$ cat src/rtl/sr_guard_pkg.sv
package sr_guard_pkg;

    // Bit positions inside the status byte
    localparam int SR_W     = 8;
    localparam int LOCK_POS = 7;
    localparam int BP_LO    = 2;
    localparam int BP_W     = 2;
    localparam int WEL_POS  = 1;
    localparam int BUSY_POS = 0;
    localparam int PAD_W    = LOCK_POS - (BP_LO + BP_W);

    // Reset pattern of the protection field: all blocks protected
    localparam logic [BP_W-1:0] BP_RESET = {BP_W{1'b1}};

    typedef enum logic [1:0] {
        ST_IDLE  = 2'd0,
        ST_GRANT = 2'd1,
        ST_DENY  = 2'd2
    } wsr_state_e;

    typedef struct packed {
        logic            lock;
        logic [BP_W-1:0] bp;
    } sr_fields_t;

endpackage

$ cat src/rtl/wp_sync.sv
module wp_sync #(
    parameter int STAGES = 2
) (
    input  logic clk,
    input  logic rst_n,
    input  logic async_in,
    output logic sync_out
);
    logic [STAGES-1:0] chain_q;

    generate
        for (genvar g = 0; g < STAGES; g++) begin : g_stage
            if (g == 0) begin : g_first
                always_ff @(posedge clk or negedge rst_n) begin
                    if (!rst_n) chain_q[g] <= 1'b0;
                    else        chain_q[g] <= async_in;
                end
            end else begin : g_next
                always_ff @(posedge clk or negedge rst_n) begin
                    if (!rst_n) chain_q[g] <= 1'b0;
                    else        chain_q[g] <= chain_q[g-1];
                end
            end
        end
    endgenerate

    assign sync_out = chain_q[STAGES-1];

endmodule

$ cat src/rtl/sr_perm.sv
module sr_perm (
    input  logic req,
    input  logic busy,
    input  logic wp_high,
    input  logic lock,
    output logic grant,
    output logic deny
);
    logic lock_active;

    always_comb begin
        // The lock-down bit only bites while the pin is low
        lock_active = lock && !wp_high;
        grant = 1'b0;
        deny  = 1'b0;
        if (req) begin
            if (busy || lock_active) deny  = 1'b1;
            else                     grant = 1'b1;
        end
    end

endmodule

$ cat src/rtl/sr_reg.sv
module sr_reg
    import sr_guard_pkg::*;
(
    input  logic       clk,
    input  logic       rst_n,
    input  logic       we,
    input  sr_fields_t wfields,
    output sr_fields_t fields
);
    always_ff @(posedge clk or negedge rst_n) begin
        if (!rst_n) begin
            fields.lock <= 1'b0;
            fields.bp   <= BP_RESET;
        end else if (we) begin
            fields <= wfields;
        end
    end

    // stored fields move only on a write
    p_hold_r9: assert property (@(posedge clk) disable iff (!rst_n)
        !we |=> $stable(fields));

    // a write lands exactly as presented
    p_store_r3: assert property (@(posedge clk) disable iff (!rst_n)
        we |=> fields == $past(wfields));

endmodule

$ cat src/rtl/sr_guard.sv
module sr_guard
    import sr_guard_pkg::*;
#(
    parameter int SYNC_STAGES = 2
) (
    input  logic        clk,
    input  logic        rst_n,
    input  logic        wp_pin_n,
    input  logic        wsr_req,
    input  logic [7:0]  wsr_data,
    input  logic        busy_in,
    input  logic        wel_in,
    output logic [7:0]  status_o,
    output logic        accept_o,
    output logic        reject_o
);
    wsr_state_e state_q, state_d;
    logic       wp_high;
    logic       grant, deny;
    sr_fields_t cur_fields, new_fields;

    wp_sync #(.STAGES(SYNC_STAGES)) u_sync (
        .clk      (clk),
        .rst_n    (rst_n),
        .async_in (wp_pin_n),
        .sync_out (wp_high)
    );

    sr_perm u_perm (
        .req     (wsr_req),
        .busy    (busy_in),
        .wp_high (wp_high),
        .lock    (cur_fields.lock),
        .grant   (grant),
        .deny    (deny)
    );

    always_comb begin
        new_fields.lock = wsr_data[LOCK_POS];
        new_fields.bp   = wsr_data[BP_LO +: BP_W];
    end

    sr_reg u_reg (
        .clk     (clk),
        .rst_n   (rst_n),
        .we      (grant),
        .wfields (new_fields),
        .fields  (cur_fields)
    );

    // State register
    always_ff @(posedge clk or negedge rst_n) begin
        if (!rst_n) state_q <= ST_IDLE;
        else        state_q <= state_d;
    end

    // Next state: every state follows the same request ruling
    always_comb begin
        unique case (state_q)
            ST_IDLE, ST_GRANT, ST_DENY: begin
                if (grant)     state_d = ST_GRANT;
                else if (deny) state_d = ST_DENY;
                else           state_d = ST_IDLE;
            end
            default: state_d = ST_IDLE;
        endcase
    end

    // Outputs
    always_comb begin
        accept_o = 1'b0;
        reject_o = 1'b0;
        unique case (state_q)
            ST_IDLE:  ;
            ST_GRANT: accept_o = 1'b1;
            ST_DENY:  reject_o = 1'b1;
            default:  ;
        endcase
        status_o                    = '0;
        status_o[LOCK_POS]          = cur_fields.lock;
        status_o[BP_LO +: BP_W]     = cur_fields.bp;
        status_o[WEL_POS]           = wel_in;
        status_o[BUSY_POS]          = busy_in;
    end

    // locked with pin low refuses and keeps the fields
    p_locked_r2: assert property (@(posedge clk) disable iff (!rst_n)
        wsr_req && !wp_high && cur_fields.lock |=> reject_o && $stable(cur_fields));

    // unlocked, idle engine, pin low accepts
    p_open_r3: assert property (@(posedge clk) disable iff (!rst_n)
        wsr_req && !busy_in && !wp_high && !cur_fields.lock |=> accept_o);

    // pin high disables the lock
    p_pin_high_r4: assert property (@(posedge clk) disable iff (!rst_n)
        wsr_req && !busy_in && wp_high |=> accept_o);

    // unstored data bits never reach the status byte
    p_pad_zero_r5: assert property (@(posedge clk) disable iff (!rst_n)
        wsr_req && (wsr_data[6:4] != 3'b000) |=> status_o[6:4] == 3'b000);
    p_ro_bits_r5: assert property (@(posedge clk) disable iff (!rst_n)
        wsr_req && (wsr_data[1:0] != {wel_in, busy_in}) |=> status_o[1:0] == {wel_in, busy_in});

    // busy refuses
    p_busy_r6: assert property (@(posedge clk) disable iff (!rst_n)
        wsr_req && busy_in |=> reject_o && $stable(cur_fields));

    // one answer per request, none without one
    p_excl_r7: assert property (@(posedge clk) disable iff (!rst_n)
        $onehot0({accept_o, reject_o}));
    p_quiet_r7: assert property (@(posedge clk) disable iff (!rst_n)
        !wsr_req |=> !accept_o && !reject_o);
    p_answer_r7: assert property (@(posedge clk) disable iff (!rst_n)
        wsr_req |=> accept_o || reject_o);

endmodule

$ cat config.mk
export PLATFORM = sky130hd
export DESIGN_NAME = sr_guard
export DESIGN_NICKNAME = d
export VERILOG_FILES = /design/src/rtl/sr_guard_pkg.sv /design/src/rtl/wp_sync.sv /design/src/rtl/sr_perm.sv /design/src/rtl/sr_reg.sv /design/src/rtl/sr_guard.sv
export SDC_FILE = /design/constraint.sdc
export NUM_CORES = 1
export LEC_CHECK = 0
export ABC_AREA = 1
export ABC_CLOCK_PERIOD_IN_PS = 1200
export BUFFER_PORTS_ARGS = -buffer_cell sky130_fd_sc_hd__buf_2
export CAP_MARGIN = 20
export CELL_PAD_IN_SITES_DETAIL_PLACEMENT = 1
export CELL_PAD_IN_SITES_GLOBAL_PLACEMENT = 1
export CORE_MARGIN = 3
export CORE_UTILIZATION = 24
export DETAILED_ROUTE_END_ITERATION = 6
export PLACE_DENSITY_LB_ADDON = 0.1
export SKIP_CTS_REPAIR_TIMING = 1
export SLEW_MARGIN = 30
export SYNTH_ARGS = -nofsm -noshare
export SYNTH_HDL_FRONTEND = slang
export SYNTH_HIERARCHICAL = 1
export SYNTH_SLANG_ARGS = --single-unit
export TNS_END_PERCENT = 20
$ cat constraint.sdc
create_clock -name clk -period 1.2 [get_ports clk]
set_input_delay 0.18 -clock clk [delete_from_list [all_inputs] [get_ports clk]]
set_output_delay 0.18 -clock clk [all_outputs]
set_load 0.05 [all_outputs]
==> metrics.yaml, run 1 <==
outcome:
  status: "completed"
die:
  coreArea_um2: 1186
  ioPinCount: 24
  row_count: 12
  fp.dieW_um: 42.89
  dieHeight_um: 42.89
  initial_core_util: 0.2753
  die-area_um2: 1839
route:
  drt_wl_total_um: 614
  viasPerCell: 3.913
  dr_wl_met2_um: 298
  wl_per_cell_um: 8.899
  wl_met3_um: 82
  drt_iter0_drc: 2
  drt-met1-wl_um: 224
  topRoutingLayerUsed: "met4"
  drtAntennaViolNets: 0
  vias: 270
  drc: 0
  dr.pass1.iters: 2
finish:
  drive_gt1_frac: 0.3818
  layout.cells.non_filler: 69
  fillerInstances: 160
  syn_to_final_growth_pct: 32.57
  final_core_util: 0.3650
  fin_nets: 70
  fin_area_um2: 432.9
  antenna_cells: 0
synthesis:
  ys_seq_area_frac: 0.5441
  synthFlopType: "dfrtp_1"
  netlist_instances: 40
  synth_most_common_cell: "nand2_1"
  ys_warn_count: 6
  synthTopCellsByArea: "dfrtp_1 (38%), dfstp_2 (16%), nand2_1 (14%), buf_4 (11%), inv_1 (8.0%)"
  postSynthAreaPerCell_um2: 8.164
  synth.distinct_cells: 11
  synth_seq_cells: 7
  yosysTopAreaCell: "dfrtp_1"
  async_flop_share: 1.000
  synth_top_area_share: 0.3831
  synth-edff-count: 0
  netlist_area_um2: 326.6
  synthTopCellsByCount: "nand2_1 (12), inv_1 (7), buf_4 (5), dfrtp_1 (5), nor2_1 (4)"
cts:
  root_buffer: "clkbuf_4"
  clock-sinks: 7
  cts_tree: "done"
  htreeDepth: 1
  clk_pin_slew_ns: 0.05
  clock_latency_ns: 0.25
  cts_max_path_buffers: 2
  cts_buffers: 3
placement:
  place_inst: 64
  place_area_um2: 379.1
  dp_hpwl_um: 528.9
  io_buffers: 13
  gp_congestion: 0.6573
timing:
  skew_ns: 0.004207
  setup_violations: 0
  fin_crit_sh: 0.9603
  fin_crit_ns: 1.152
  slew_viol_final: 0
  fmax_mhz: 867.8
  grt_setup_unrepaired: "yes"
  finalHoldViolations: 0
worst_setup_path:
  reg2reg_from: "u_reg/fields[2]"
  crit_cells: 1
  endpoint: "status_o[2]"
  timing.rr.end: "state_q[1]"
  slowest_stage: "dfstp_2"
  crit_chain: "buf_4"
  r2r_cells: 6
  critPathArrivalTime_ns: 0.97
  worstPathRequired_ns: 1.02
  endpoint_kind: "output port"
  rrSetupSlack_ns: 0.17
  path_delay_family: "flip-flops"
  crit_path_max_fanout: 2
  path_buf_inv: 1
  crit_start: "u_reg/fields[0]"
  startpoint_type: "flop"
  cpPeakStageDelay_ns: 0.53
  path_class: "flop to output port"
min_path:
  holdCritPathClass: "input port to flop"
power_and_ir_drop:
  power.density_nw_per_um2: 1646
  ir_worst_vdd_uv: 709.2
  leakage_uw: 0.0002522
grt:
  grt_pass1_vias: 243
  antenna_found_initial: 0
  gr-total-overflow: 0
  grt_usage: 0.08021
  grt_pass1_wl_um: 1000
  grt_max_degree: 8
flow_run:
  drv_cap: 0
==> worst min-delay path by stage <==
| stage | startpoint | slack (ns) | cells after the start | to |
|---|---|---|---|---|
| finish | wp_pin_n | 0.03 | 1 | u_sync/chain_q[0] |
| global route | wp_pin_n | 0.02 | 1 | u_sync/chain_q[0] |
| CTS | rst_n | -0.26 | 1 | state_q[0] |
| detailed placement | rst_n | 0.02 | 1 | u_sync/chain_q[0] |
| global placement | rst_n | 0.02 | 1 | u_sync/chain_q[0] |
| floorplan | rst_n | -0.12 | 0 | state_q[0] |
==> cell families after synthesis <==
family / share of synthesized area
other: 0.01148
AOI/OAI and AO/OA: 0.01531
and+or+nand+nor: 0.2222
DFF: 0.5441
buffers and inverters: 0.2069
==> flip-flops by register name (all words and copies together), names as in the netlist <==
name,cells
state_q,2
u_reg/fields,3
u_sync/chain_q,1
u_sync/sync_out,1
==> layer usage <==
layer / vias to the layer above / global-route usage
met5: - / 0
met4: 0 / 0.03727
met3: 3 / 0.08051
met2: 14 / 0.1108
met1: 119 / 0.07772
li1: 134 / -
==> where the power goes <==
group,internal [uW],switching [uW]
Sequential,272,17.6
Combinational,57.2,154
Clock,127,85.3
==> cells in the final DEF (no fill, tap or decap), types with 2 or more instances in the layout <==
cell	count
conb_1	3
clkbuf_4	3
dfrtp_1	5
buf_2	9
dfstp_2	2
inv_1	7
buf_6	2
nor2_1	4
buf_4	2
nand2_1	12
==> through the flow <==
| stage | TNS, ns | hold slack [ns] | power (uW) | setup slack, ns |
|---|---|---|---|---|
| 2_1_floorplan | -0.02972 | -0.1156 | 459.5 | -0.01498 |
| 3_3_place_gp | 0 | 0.01709 | 484.7 | 0.1681 |
| 3_5_place_dp | 0 | 0.01874 | 489.8 | 0.1543 |
| 4_1_cts | -0.04869 | -0.2561 | 709.0 | -0.02383 |
| 5_1_grt | -0.03840 | 0.01696 | 758.5 | -0.03760 |
| 6_report | 0 | 0.03320 | 712.7 | 0.04761 |
==> final cells by class <==
cell class,count,area (um^2),area share
well taps,14,17.52,0.04046
flip-flops and latches,7,177.7,0.4104
repair buffers,14,92.59,0.2139
multi-input cells,22,88.84,0.2052
inverters,8,30.03,0.06936
clock buffers,4,26.28,0.06069
No activity file was read; power rests on OpenSTA's default activity.
==> run 2: changes to the inputs <==
--- a/config.mk
+++ b/config.mk
@@ -6,13 +6,13 @@
 export NUM_CORES = 1
 export LEC_CHECK = 0
 export ABC_AREA = 1
-export ABC_CLOCK_PERIOD_IN_PS = 1200
+export ABC_CLOCK_PERIOD_IN_PS = 1050
 export BUFFER_PORTS_ARGS = -buffer_cell sky130_fd_sc_hd__buf_2
 export CAP_MARGIN = 20
 export CELL_PAD_IN_SITES_DETAIL_PLACEMENT = 1
 export CELL_PAD_IN_SITES_GLOBAL_PLACEMENT = 1
 export CORE_MARGIN = 3
-export CORE_UTILIZATION = 24
+export CORE_UTILIZATION = 21
 export DETAILED_ROUTE_END_ITERATION = 6
 export PLACE_DENSITY_LB_ADDON = 0.1
 export SKIP_CTS_REPAIR_TIMING = 1
==> constraint.sdc (replaced) <==
create_clock -name clk -period 1.05 [get_ports clk]
set_input_delay 0.1575 -clock clk [delete_from_list [all_inputs] [get_ports clk]]
set_output_delay 0.1575 -clock clk [all_outputs]
set_load 0.05 [all_outputs]
==> run 2 against run 1 <==
- the run now ends with setup timing left
- highest routed layer is now met3
- global-route usage down 1.1 points
- largest cell class unchanged
- die area up 12%
- largest power group unchanged
- total power up 20%
- critical endpoint unchanged
==> metrics.yaml, run 2 (synthesized netlist as in run 1, its figures left out) <==
outcome:
  status: "finished, violations left"  # was completed
  failed_checks: "setup timing"
timing:
  fin_crit_ns: 1.095
  fin_tns_setup_ns: -0.1560  # was 0 ns
  slew_viol_final: 0  # unchanged
  final.setup.worst_slack_ns: -0.04549  # was 0.04761 ns
  fmax_mhz: 912.8
  setup_violations: 4  # was 0
  fin_crit_sh: 1.043
  skew_ns: 0.001077  # was 0.004207 ns
  finalHoldViolations: 0  # unchanged
  grt_setup_unrepaired: "yes"  # unchanged
power_and_ir_drop:
  p_sw_uw: 304.6  # was 256.9 uW
  leakage_uw: 0.0002607  # was 0.0002522 uW
  pwr-share-clk: 0.280  # was 0.298
  ir_worst_vdd_uv: 662.7  # was 709.2 uV
  p_seq_frac: 0.395  # was 0.406
  intPower_uw: 551.2  # was 455.8 uW
  switching_share: 0.3559  # was 0.3605
  p_comb_frac: 0.326  # was 0.296
  power.density_nw_per_um2: 1800  # was 1646 nW/um^2
finish:
  antenna_cells: 0  # unchanged
  largest_reg_flops: 3  # unchanged
  reg.largest.list: "u_reg/fields (3), state_q (2)"  # unchanged
  drive_gt1_frac: 0.4464  # was 0.3818
  layout.cells.non_filler: 71  # was 69
  top_register: "u_reg/fields"  # unchanged
  fin_nets: 71  # was 70
  final_core_util: 0.3439  # was 0.3650
  mostFrequentLayoutCells: "nand2_1 (11), buf_2 (8), inv_1 (7)"  # was nand2_1 (12), buf_2 (9), inv_1 (7)
  syn_to_final_growth_pct: 45.59  # was 32.57%
  final_common_cell: "nand2_1"  # unchanged
min_path:
  holdCritPathClass: "input port to flop"  # unchanged
worst_setup_path:
  endpoint_kind: "output port"  # unchanged
  critPathArrivalTime_ns: 0.94  # was 0.97 ns
  path_delay_family: "flip-flops"  # unchanged
  worstPathRequired_ns: 0.89  # was 1.02 ns
  startpoint_type: "flop"  # unchanged
  crit_chain: "buf_8"  # was buf_4
  path_class: "flop to output port"  # unchanged
  slowest_stage: "dfstp_2"  # unchanged
  crit_path_max_fanout: 2  # unchanged
  cpPeakStageDelay_ns: 0.55  # was 0.53 ns
  path_buf_inv: 1  # unchanged
placement:
  place_inst: 65  # was 64
  dp_hpwl_um: 564.4  # was 528.9 um
  io_buffers: 13  # unchanged
  gp_congestion: 0.6267  # was 0.6573
grt:
  antenna_found_initial: 0  # unchanged
  grt_max_degree: 8  # unchanged
  grt_pass1_vias: 252  # was 243
  gr-total-overflow: 0  # unchanged
  grt_pass1_wl_um: 959  # was 1000 um
  grt_usage: 0.06916  # was 0.08021
die:
  dieHeight_um: 45.44  # was 42.89 um
  row_count: 13  # was 12
  fp.dieW_um: 45.44  # was 42.89 um
  ioPinCount: 24  # unchanged
  die-area_um2: 2064  # was 1839 um^2
  initial_core_util: 0.2362  # was 0.2753
  coreArea_um2: 1383  # was 1186 um^2
route:
  vias: 262  # was 270
  dr.pass1.iters: 1  # was 2
  drc: 0  # unchanged
  wl_per_cell_um: 9.859  # was 8.899 um
  drt_wl_total_um: 700  # was 614 um
  viasPerCell: 3.690  # was 3.913
  drtAntennaViolNets: 0  # unchanged
  drt_iter0_drc: 0  # was 2
cts:
  cts_buffers: 3  # unchanged
  clk_pin_slew_ns: 0.05  # about the same
  htreeDepth: 1  # unchanged
  cts_max_path_buffers: 2  # unchanged
  cts_tree: "done"  # unchanged
  clock-sinks: 7  # unchanged
  clock_latency_ns: 0.24  # was 0.25 ns
  root_buffer: "clkbuf_4"  # unchanged
flow_run:
  drv_cap: 0  # unchanged
-- run 2: final timing paths --
kind	slack [ns]	from	cells past startpoint	to
min in group asynchronous	0.28	rst_n	2	u_sync/chain_q[0]
min	0.11	wsr_data[3]	3	u_reg/fields[1]
max	-0.05	u_reg/fields[0]	1	status_o[2]
max in group asynchronous	0.54	rst_n	2	u_reg/fields[1]
min reg2reg	0.36	u_sync/chain_q[0]	0	u_sync/sync_out
max reg2reg	0.07	u_reg/fields[2]	6	state_q[1]
-- run 2: per-stage QoR --
stage,total power [uW],hold WS [ns],setup WS [ns],area [um^2]
2_1_floorplan,526.7,-0.1381,-0.1425,335.3
3_3_place_gp,556.2,-0.005289,0.01546,381.6
3_5_place_dp,563.2,0.002480,-0.02012,381.6
4_1_cts,815.9,-0.2688,-0.1548,407.9
5_1_grt,917.6,0.1037,-0.1104,475.5
6_report,855.8,0.1137,-0.04549,475.5
-- run 2: layout make-up --
| cell class | count | area (um^2) |
|---|---|---|
| clock buffers | 4 | 26.28 |
| multi-input cells | 22 | 101.3 |
| repair buffers | 15 | 120.1 |
| flip-flops and latches | 7 | 178.9 |
| fillers | 167 | 907.1 |
| well taps | 15 | 18.77 |
| inverters | 8 | 30.03 |
-- run 2: power groups by stage --
stage	clock [uW]	combinational, uW	sequential (uW)
finish	239	279	338
global placement	0	224	333
global route	281	294	343
detailed placement	0	229	334
CTS	255	229	331
floorplan	0	118	409
-- run 2: per-layer routing --
metal  global-route usage  wire length [um]
met1              0.06813               300
met2               0.1170               337
met5                    0                 0
met4              0.05263                 0
met3              0.02372                61
-- run 2: tightest hold or removal path, stage by stage --
cell     delay, ns
buf_2         0.10
nand2_1       0.05
nand2_1       0.05
